--- src/rtl/nfe_pkg.sv ---
package nfe_pkg;
    localparam int FIFO_DEPTH = 64;
    localparam int ADDR_W     = $clog2(FIFO_DEPTH);
    localparam int LVL_W      = ADDR_W + 1;
    localparam int CNT_W      = 14;
    localparam int THR_W      = 7;
    localparam int THR_LSB    = 8;

    localparam logic [31:0] CFG_MASK  = 32'h7F8F7FBF;
    localparam logic [31:0] CFG_RESET = 32'h0000_4000;

    localparam int BIT_WRMODE = 0;
    localparam int BIT_DMAEN  = 2;
    localparam int STAT_EVT   = 0;
    localparam int STAT_TC    = 1;

    typedef struct packed {
        logic [31:0]      cfg;
        logic [CNT_W-1:0] xfer;
        logic             start;
        logic [CNT_W-1:0] rem;
        logic [LVL_W-1:0] lvl;
        logic [ADDR_W-1:0] head;
        logic [LVL_W-1:0] fill_left;
        logic             busy;
        logic             dma;
        logic [1:0]       stat;
        logic [7:0]       last;
        logic [7:0]       hold;
        logic [7:0]       rdata;
        logic             nd_wr;
        logic [15:0]      nd_wdata;
    } nfe_state_t;
endpackage

--- src/rtl/nfe_store.sv ---
module nfe_store #(
    parameter int DEPTH = 64,
    parameter int AW    = $clog2(DEPTH)
) (
    input  logic          clk,
    input  logic          we_lo,
    input  logic [AW-1:0] wa_lo,
    input  logic [7:0]    wd_lo,
    input  logic          we_hi,
    input  logic [AW-1:0] wa_hi,
    input  logic [7:0]    wd_hi,
    input  logic [AW-1:0] ra,
    output logic [7:0]    rd
);
    logic [7:0] mem_q [DEPTH];

    always_ff @(posedge clk) begin
        if (we_lo) mem_q[wa_lo] <= wd_lo;
        if (we_hi) mem_q[wa_hi] <= wd_hi;
    end

    assign rd = mem_q[ra];
endmodule

--- src/rtl/nfe_fill_len.sv ---
module nfe_fill_len #(
    parameter int DEPTH = 64,
    parameter int LW    = $clog2(DEPTH) + 1,
    parameter int CW    = 14
) (
    input  logic [LW-1:0] lvl,
    input  logic [CW-1:0] rem,
    input  logic          pair,
    output logic [LW-1:0] len
);
    logic [LW-1:0] space;
    logic [LW-1:0] raw;

    always_comb begin
        space = LW'(DEPTH) - lvl;
        raw   = (rem < CW'(space)) ? rem[LW-1:0] : space;
        len   = pair ? {raw[LW-1:1], 1'b0} : raw;
    end
endmodule

--- src/rtl/nand_fifo_engine.sv ---
module nand_fifo_engine
    import nfe_pkg::*;
(
    input  logic              clk,
    input  logic              rst_n,
    input  logic              cfg_we,
    input  logic [31:0]       cfg_wdata,
    input  logic              cnt_we,
    input  logic [CNT_W-1:0]  cnt_wdata,
    input  logic              ctl_we,
    input  logic              ctl_start,
    input  logic [1:0]        stat_clr,
    input  logic              dev16,
    input  logic              host_rd,
    output logic [7:0]        host_rdata,
    input  logic              host_wr,
    input  logic [7:0]        host_wdata,
    output logic              busy,
    output logic              nd_rd_req,
    input  logic [15:0]       nd_rd_data,
    output logic              nd_wr,
    output logic [15:0]       nd_wr_data,
    output logic              dma_req,
    output logic [1:0]        irq_stat,
    output logic [31:0]       status_word,
    output logic [31:0]       cfg_rd,
    output logic [CNT_W-1:0]  xfer_rd,
    output logic              running
);
    nfe_state_t q, d;

    logic [THR_W-1:0]  thr;
    logic [7:0]        head_byte;
    logic              we_lo, we_hi;
    logic [ADDR_W-1:0] wa_lo, wa_hi;
    logic              fill_trig, stop_now;
    logic [LVL_W-1:0]  trig_lvl, fill_len;
    logic [CNT_W-1:0]  trig_rem;
    logic              lvl_hit;

    assign thr   = q.cfg[THR_LSB +: THR_W];
    assign wa_lo = q.head + q.lvl[ADDR_W-1:0];
    assign wa_hi = wa_lo + 1'b1;

    nfe_store #(.DEPTH(FIFO_DEPTH), .AW(ADDR_W)) u_store (
        .clk   (clk),
        .we_lo (we_lo),
        .wa_lo (wa_lo),
        .wd_lo (nd_rd_data[7:0]),
        .we_hi (we_hi),
        .wa_hi (wa_hi),
        .wd_hi (nd_rd_data[15:8]),
        .ra    (q.head),
        .rd    (head_byte)
    );

    nfe_fill_len #(.DEPTH(FIFO_DEPTH), .LW(LVL_W), .CW(CNT_W)) u_len (
        .lvl  (trig_lvl),
        .rem  (trig_rem),
        .pair (dev16),
        .len  (fill_len)
    );

    always_comb begin
        d         = q;
        d.nd_wr   = 1'b0;
        nd_rd_req = 1'b0;
        we_lo     = 1'b0;
        we_hi     = 1'b0;
        fill_trig = 1'b0;
        stop_now  = 1'b0;
        trig_lvl  = q.lvl;
        trig_rem  = q.rem;
        lvl_hit   = 1'b0;

        d.stat = q.stat & ~stat_clr;
        if (q.lvl >= LVL_W'(thr)) d.stat[STAT_EVT] = 1'b1;

        if (cfg_we && !q.start) d.cfg  = cfg_wdata & CFG_MASK;
        if (cnt_we && !q.start) d.xfer = cnt_wdata;

        if (q.busy) begin
            if (q.fill_left != '0) begin
                nd_rd_req = 1'b1;
                we_lo     = 1'b1;
                if (dev16) begin
                    we_hi       = 1'b1;
                    d.lvl       = q.lvl + LVL_W'(2);
                    d.rem       = q.rem - CNT_W'(2);
                    d.fill_left = q.fill_left - LVL_W'(2);
                end else begin
                    d.lvl       = q.lvl + 1'b1;
                    d.rem       = q.rem - 1'b1;
                    d.fill_left = q.fill_left - 1'b1;
                end
            end else begin
                d.busy = 1'b0;
                if (q.start && q.rem == '0) begin
                    d.stat[STAT_TC] = 1'b1;
                    d.start         = 1'b0;
                end
                if (q.lvl != '0) d.dma = 1'b1;
            end
        end else if (host_rd) begin
            if (q.cfg[BIT_WRMODE]) begin
                d.rdata = 8'h00;
            end else begin
                if (q.lvl != '0) begin
                    d.rdata = head_byte;
                    d.last  = head_byte;
                    d.head  = q.head + 1'b1;
                    d.lvl   = q.lvl - 1'b1;
                end else begin
                    d.rdata = q.last;
                end
                lvl_hit = ({1'b0, d.lvl} + {1'b0, LVL_W'(thr)}) == (LVL_W + 1)'(FIFO_DEPTH);
                if (lvl_hit) begin
                    d.dma     = 1'b0;
                    fill_trig = 1'b1;
                    trig_lvl  = d.lvl;
                end
            end
        end

        if (host_wr && q.cfg[BIT_WRMODE] && q.rem != '0) begin
            d.rem = q.rem - 1'b1;
            if (dev16) begin
                if (q.lvl == LVL_W'(FIFO_DEPTH)) begin
                    d.hold = host_wdata;
                    d.lvl  = LVL_W'(FIFO_DEPTH - 1);
                end else begin
                    d.nd_wr    = 1'b1;
                    d.nd_wdata = {host_wdata, q.hold};
                    d.lvl      = LVL_W'(FIFO_DEPTH);
                end
            end else begin
                d.nd_wr    = 1'b1;
                d.nd_wdata = {8'h00, host_wdata};
            end
            if (q.rem == CNT_W'(1)) begin
                d.stat[STAT_TC] = 1'b1;
                d.start         = 1'b0;
            end
        end

        if (ctl_we && ctl_start != q.start) begin
            d.start = ctl_start;
            if (ctl_start) begin
                d.rem  = q.xfer;
                d.head = '0;
                if (q.cfg[BIT_WRMODE]) begin
                    d.lvl = LVL_W'(FIFO_DEPTH);
                end else begin
                    d.lvl     = '0;
                    fill_trig = 1'b1;
                    trig_lvl  = '0;
                    trig_rem  = q.xfer;
                end
            end else begin
                d.rem    = '0;
                stop_now = 1'b1;
            end
        end

        if (fill_trig) begin
            d.busy      = 1'b1;
            d.fill_left = fill_len;
        end
        if (stop_now) d.fill_left = '0;
    end

    always_ff @(posedge clk or negedge rst_n) begin
        if (!rst_n) begin
            q     <= '0;
            q.cfg <= CFG_RESET;
        end else begin
            q <= d;
        end
    end

    assign host_rdata  = q.rdata;
    assign busy        = q.busy;
    assign nd_wr       = q.nd_wr;
    assign nd_wr_data  = q.nd_wdata;
    assign dma_req     = q.dma & q.cfg[BIT_DMAEN];
    assign irq_stat    = q.stat;
    assign cfg_rd      = q.cfg;
    assign xfer_rd     = q.xfer;
    assign running     = q.start;
    assign status_word = {8'(q.lvl), 7'b0, (q.lvl >= LVL_W'(thr)), 2'b0, q.rem};
endmodule

--- config.mk ---
export PLATFORM = sky130hd
export DESIGN_NAME = nand_fifo_engine
export DESIGN_NICKNAME = d
export VERILOG_FILES = /design/src/rtl/nfe_pkg.sv /design/src/rtl/nfe_store.sv /design/src/rtl/nfe_fill_len.sv /design/src/rtl/nand_fifo_engine.sv
export SDC_FILE = /design/constraint.sdc
export NUM_CORES = 1
export LEC_CHECK = 0
export BUFFER_PORTS_ARGS = -buffer_cell sky130_fd_sc_hd__buf_2
export CORE_ASPECT_RATIO = 1.1
export CORE_MARGIN = 3
export CORE_UTILIZATION = 25
export CTS_BUF_LIST = sky130_fd_sc_hd__clkbuf_8
export CTS_CLUSTER_SIZE = 24
export DETAILED_ROUTE_END_ITERATION = 6
export MAX_ROUTING_LAYER = met4
export PLACE_DENSITY = 0.49
export SLEW_MARGIN = 10
export SYNTH_ARGS = -nofsm -noshare
export SYNTH_HDL_FRONTEND = slang
export SYNTH_SLANG_ARGS = --single-unit
--- constraint.sdc ---
create_clock -name clk -period 17.8 [get_ports clk]
set_input_delay 0.89 -clock clk [delete_from_list [all_inputs] [get_ports clk]]
set_output_delay 0.89 -clock clk [all_outputs]
set_load 0.03 [all_outputs]
==> impl_results.md <==
* DRT Pass-1 Iters at 5
* Fin cells at roughly 4,600
* Number of global-route vias before repair at 22,600
* Power consumption at 5660 µW
* Hold buffer count at CTS at 0
* Fraction of layout cells with a size suffix above 1 at 0.381
* Post-detailed-routing wire length at 107,000 µm
* Top Ports at 190
* Final critical-path required period at 7.77 ns
* Data arrival time at the worst-slack endpoint at ~8.5 ns
* Number of instances in the synthesized netlist at 2,694
* Reg2Reg Capture Point: q[45]
* Final Skew at approximately 0.077 ns
* Largest voltage drop on the vdd net at approximately 0.00013 V
* Port bufs at about 170
* Clock insertion delay at the later pin of the skew report at 0.80 ns
* Antenna violations before repair at 3
* Post-CTS Resized at 0
* RD Place Congestion at a little over 0.8
* Setup CP Type: reg -> reg
* Total via count in the routed design at about 23,000
* Largest driver fanout on the critical path at 15
* Library cells used by synthesis at 70
* Global-route wire length before repair at 158,000 µm
* Residual DRC count at 0
* Register clock-pin slew on the reported worst setup and hold paths at 0.07 ns
* Outcome: finished clean
* Initial core utilization at 0.253
* Synthesis warning total at 0
* P&R area growth vs syn at 12.2%
* Total overflow reported by the global router at 0
* Clock Tree Buf Depth at 3
* Count of H-tree levels built during CTS at 3
* Crit-path slowest cell: sky130_fd_sc_hd__dfrtp_1
* Pin count of the biggest net entering global routing at 116
* Final setup slack of the worst path at 10.03 ns
* Fin nets at 2,856
* Synth top area cells: sky130_fd_sc_hd__edfxtp_1 44%, sky130_fd_sc_hd__mux2_2 19%, sky130_fd_sc_hd__dfrtp_1 8.5%
* Final cycle utilization of the critical path at 0.437
* Fin. Hold Viols at 0
* Critical R2R Launch: status_word[26]
* Post-synth EDFFs at ~510
* Max Cap Viol at 0
* Number of nets with antenna violations after routing at 0
* Sequence of cells on the critical path: inv_1 -> ha_1 -> a21bo_2 -> or4_1 -> a21oi_1 -> ha_1 -> a221o_1 -> a2111oi_4 -> o21ai_2 -> nor4b_1 -> mux2_2 -> or4b_1 -> and3_1 -> ha_1 -> and4_1 -> a21oi_1 -> a21boi_0 -> nor4_1 -> mux2_2 -> or2_2 -> o211ai_1 -> o2111ai_1 -> a21oi_1
* # Post-CTS Setup Buffers at 0
* Cell taking the most area after synthesis: sky130_fd_sc_hd__edfxtp_1
* TritonCTS sink count at 632
* Number of cells traversed by the worst register-to-register path at 23
* Total Negative Setup Slacks at 0 ns
* Post-synthesis sequential element count at 632
* CP max stage delay at between 0.7 and 0.8 ns
* Most used flip-flop cell after synthesis: sky130_fd_sc_hd__edfxtp_1
* Num CTS Buffers at 115
* Sequential fraction of the synthesis area at 0.525
* Mapped Avg Cell Area at 13.0 µm²
* Data required time at the worst endpoint at 18.49 ns
* Worst min path class: in -> async
* Finish-stage setup viols at 0
* Number of max-slew violations in the final report at 0
* Total number of placement rows at 143
* Initial drt markers at 1,666
* Total track usage at 0.150
* Clock tree from TritonCTS: yes
* CTS root buf: sky130_fd_sc_hd__clkbuf_8
* Measured slew at the worst slew-check pin at 1.30 ns
* Worst Hold Slack at 0.133 ns
* Post-synthesis instance area at between 30,000 and 40,000 µm²
* Detailed placer's ending HPWL at 66,100 µm
* Power density over the cells at roughly 140 nW/µm²
* Pre-CTS WS at around 10 ns
* Average via count per standard cell at 4.87
* Worst slew margin relative to its limit at 0.130
* Share of the synthesized area in the top cell type at 0.440
* Startpoint kind of the worst setup timing path: flip-flop
* Worst Setup End Kind: flip-flop
* Peak Freq at 0.129 GHz
* Total Die Area at 144,000 µm²
* X dimension of the die at approximately 360 µm
* Worst reg-to-reg setup slack at 10.03 ns
* Static power due to leakage at 0.0137 µW
* Unrepaired setup endpoints after global routing: false
* WL/cell at 23.1 µm
* Chip Height at about 400 µm
* Synth async-reset ratio at 0.190
* Number of placed instances with taps included at 4,427
* Placeable core region at 138,000 µm²
## synth_stat cells (all sizes together), types with 30 or more instances
cell type  instances
a21oi            115
buf              159
clkbuf           163
dfrtp            119
edfxtp           512
ha                40
inv               30
mux2             584
mux2i            107
mux4              72
nand2            218
nor2              93
o21ai            121
o221ai            33
o22ai             75
## cell families after synthesis
| kind of cell | after synthesis | synth area share |
|---|---|---|
| other | 1 | 0.000107 |
| xor gates and xnor gates | 43 | 0.0108 |
| adders and majority gates | 42 | 0.0155 |
| and+or+nand+nor | 432 | 0.0587 |
| buffers and inverters | 353 | 0.0497 |
| DFF | 632 | 0.525 |
| AOI/OAI and AO/OA | 428 | 0.0746 |
| muxes | 763 | 0.265 |
## cells in the final DEF (no fill, tap or decap), types with 5 or more instances in the layout
| cell | synthesis | final |
|---|---|---|
| sky130_fd_sc_hd__nor2b_1 | 9 | 8 |
| sky130_fd_sc_hd__nand2b_1 | 15 | 14 |
| sky130_fd_sc_hd__o21ai_0 | 120 | 114 |
| sky130_fd_sc_hd__ha_1 | 40 | 40 |
| sky130_fd_sc_hd__clkbuf_8 | 0 | 121 |
| sky130_fd_sc_hd__xor2_1 | 19 | 19 |
| sky130_fd_sc_hd__o22ai_1 | 75 | 75 |
| sky130_fd_sc_hd__o221ai_1 | 33 | 33 |
| sky130_fd_sc_hd__nor3_1 | 18 | 15 |
| sky130_fd_sc_hd__clkinv_1 | 1 | 21 |
| sky130_fd_sc_hd__buf_2 | 16 | 166 |
| sky130_fd_sc_hd__and3_1 | 10 | 10 |
| sky130_fd_sc_hd__mux4_2 | 72 | 72 |
| sky130_fd_sc_hd__nor2_1 | 72 | 72 |
| sky130_fd_sc_hd__nand2_1 | 218 | 218 |
| sky130_fd_sc_hd__conb_1 | 1 | 16 |
| sky130_fd_sc_hd__o21ai_1 | 0 | 6 |
| sky130_fd_sc_hd__a22oi_1 | 12 | 12 |
| sky130_fd_sc_hd__o211ai_1 | 5 | 5 |
| sky130_fd_sc_hd__clkinv_2 | 0 | 19 |
| sky130_fd_sc_hd__a21o_1 | 26 | 26 |
| sky130_fd_sc_hd__buf_4 | 105 | 61 |
| sky130_fd_sc_hd__edfxtp_1 | 512 | 512 |
| sky130_fd_sc_hd__xnor2_1 | 24 | 24 |
| sky130_fd_sc_hd__nor4_1 | 7 | 7 |
| sky130_fd_sc_hd__nor2_4 | 8 | 8 |
| sky130_fd_sc_hd__and2_1 | 5 | 5 |
| sky130_fd_sc_hd__nor2_2 | 13 | 13 |
| sky130_fd_sc_hd__mux2_2 | 583 | 583 |
| sky130_fd_sc_hd__a31oi_1 | 9 | 9 |
| sky130_fd_sc_hd__nand4_1 | 12 | 12 |
| sky130_fd_sc_hd__a21oi_1 | 115 | 115 |
| sky130_fd_sc_hd__nand3_1 | 17 | 17 |
| sky130_fd_sc_hd__mux2i_1 | 107 | 107 |
| sky130_fd_sc_hd__dfrtp_1 | 119 | 116 |
| sky130_fd_sc_hd__inv_1 | 30 | 72 |
## report_power, final
part | leakage (µW) | switching, µW | internal (µW)
registers | 0.00608 | 183 | 1900
logic | 0.00631 | 1440 | 798
clock network | 0.00129 | 659 | 679
## worst max path at each step
| stage | startpoint | end | slack, ns |
|---|---|---|---|
| finish | status_word[26] | q[45] | 10.03 |
| CTS | status_word[26] | q[51] | 9.98 |
| detailed placement | status_word[26] | q[51] | 9.99 |
| global placement | status_word[25] | q[51] | 10.12 |
| global route | status_word[26] | q[46] | 9.53 |
| floorplan | status_word[26] | q[51] | 11.28 |
## sequential cells by signal, indices dropped and copies added, names as in the netlist
name,cells
u_store.mem_q,512
q,30
cfg_rd,26
status_word,21
nd_wr_data,16
xfer_rd,14
host_rdata,8
irq_stat,2
busy,1
nd_wr,1
running,1
## worst max-delay path, delay by kind of cell, from the launching register on
| family | cells | cell delay, ns |
|---|---|---|
| AO/OA/AOI/OAI | 10 | 2.48 |
| adder cells (fa/ha/maj) | 3 | 0.95 |
| buffers and inverters | 1 | 0.20 |
| flip-flops | 1 | 0.78 |
| multiplexers | 2 | 0.73 |
| AND/OR/NAND/NOR | 7 | 2.56 |
## metrics by stage
stage	instance area, µm²	util
global route	39300	0.283
CTS	39200	0.283
finish	39300	0.283
floorplan	35000	-
detailed placement	37000	0.267
global placement	37000	0.267
## area by class of cell
class,instances,area [µm²]
Timing Repair Buffer,229,1320
Inverter,31,116
Multi-Input combinational cell,1724,15000
Clock inverter,92,534
Antenna cell,3,7.51
Sequential cell,632,18400
Clock buffer,121,1670
Tap cell,1812,2270
Fill cell,14300,99200
## metal layers
layer	vias to the layer above	global-route usage	wire (µm)
li1	10200	-	-
met1	11500	0.194	47700
met2	693	0.245	51900
met3	162	0.0235	5460
met4	0	0.0386	2420
met5	-	-	0
No activity file was read; power rests on OpenSTA's default activity.
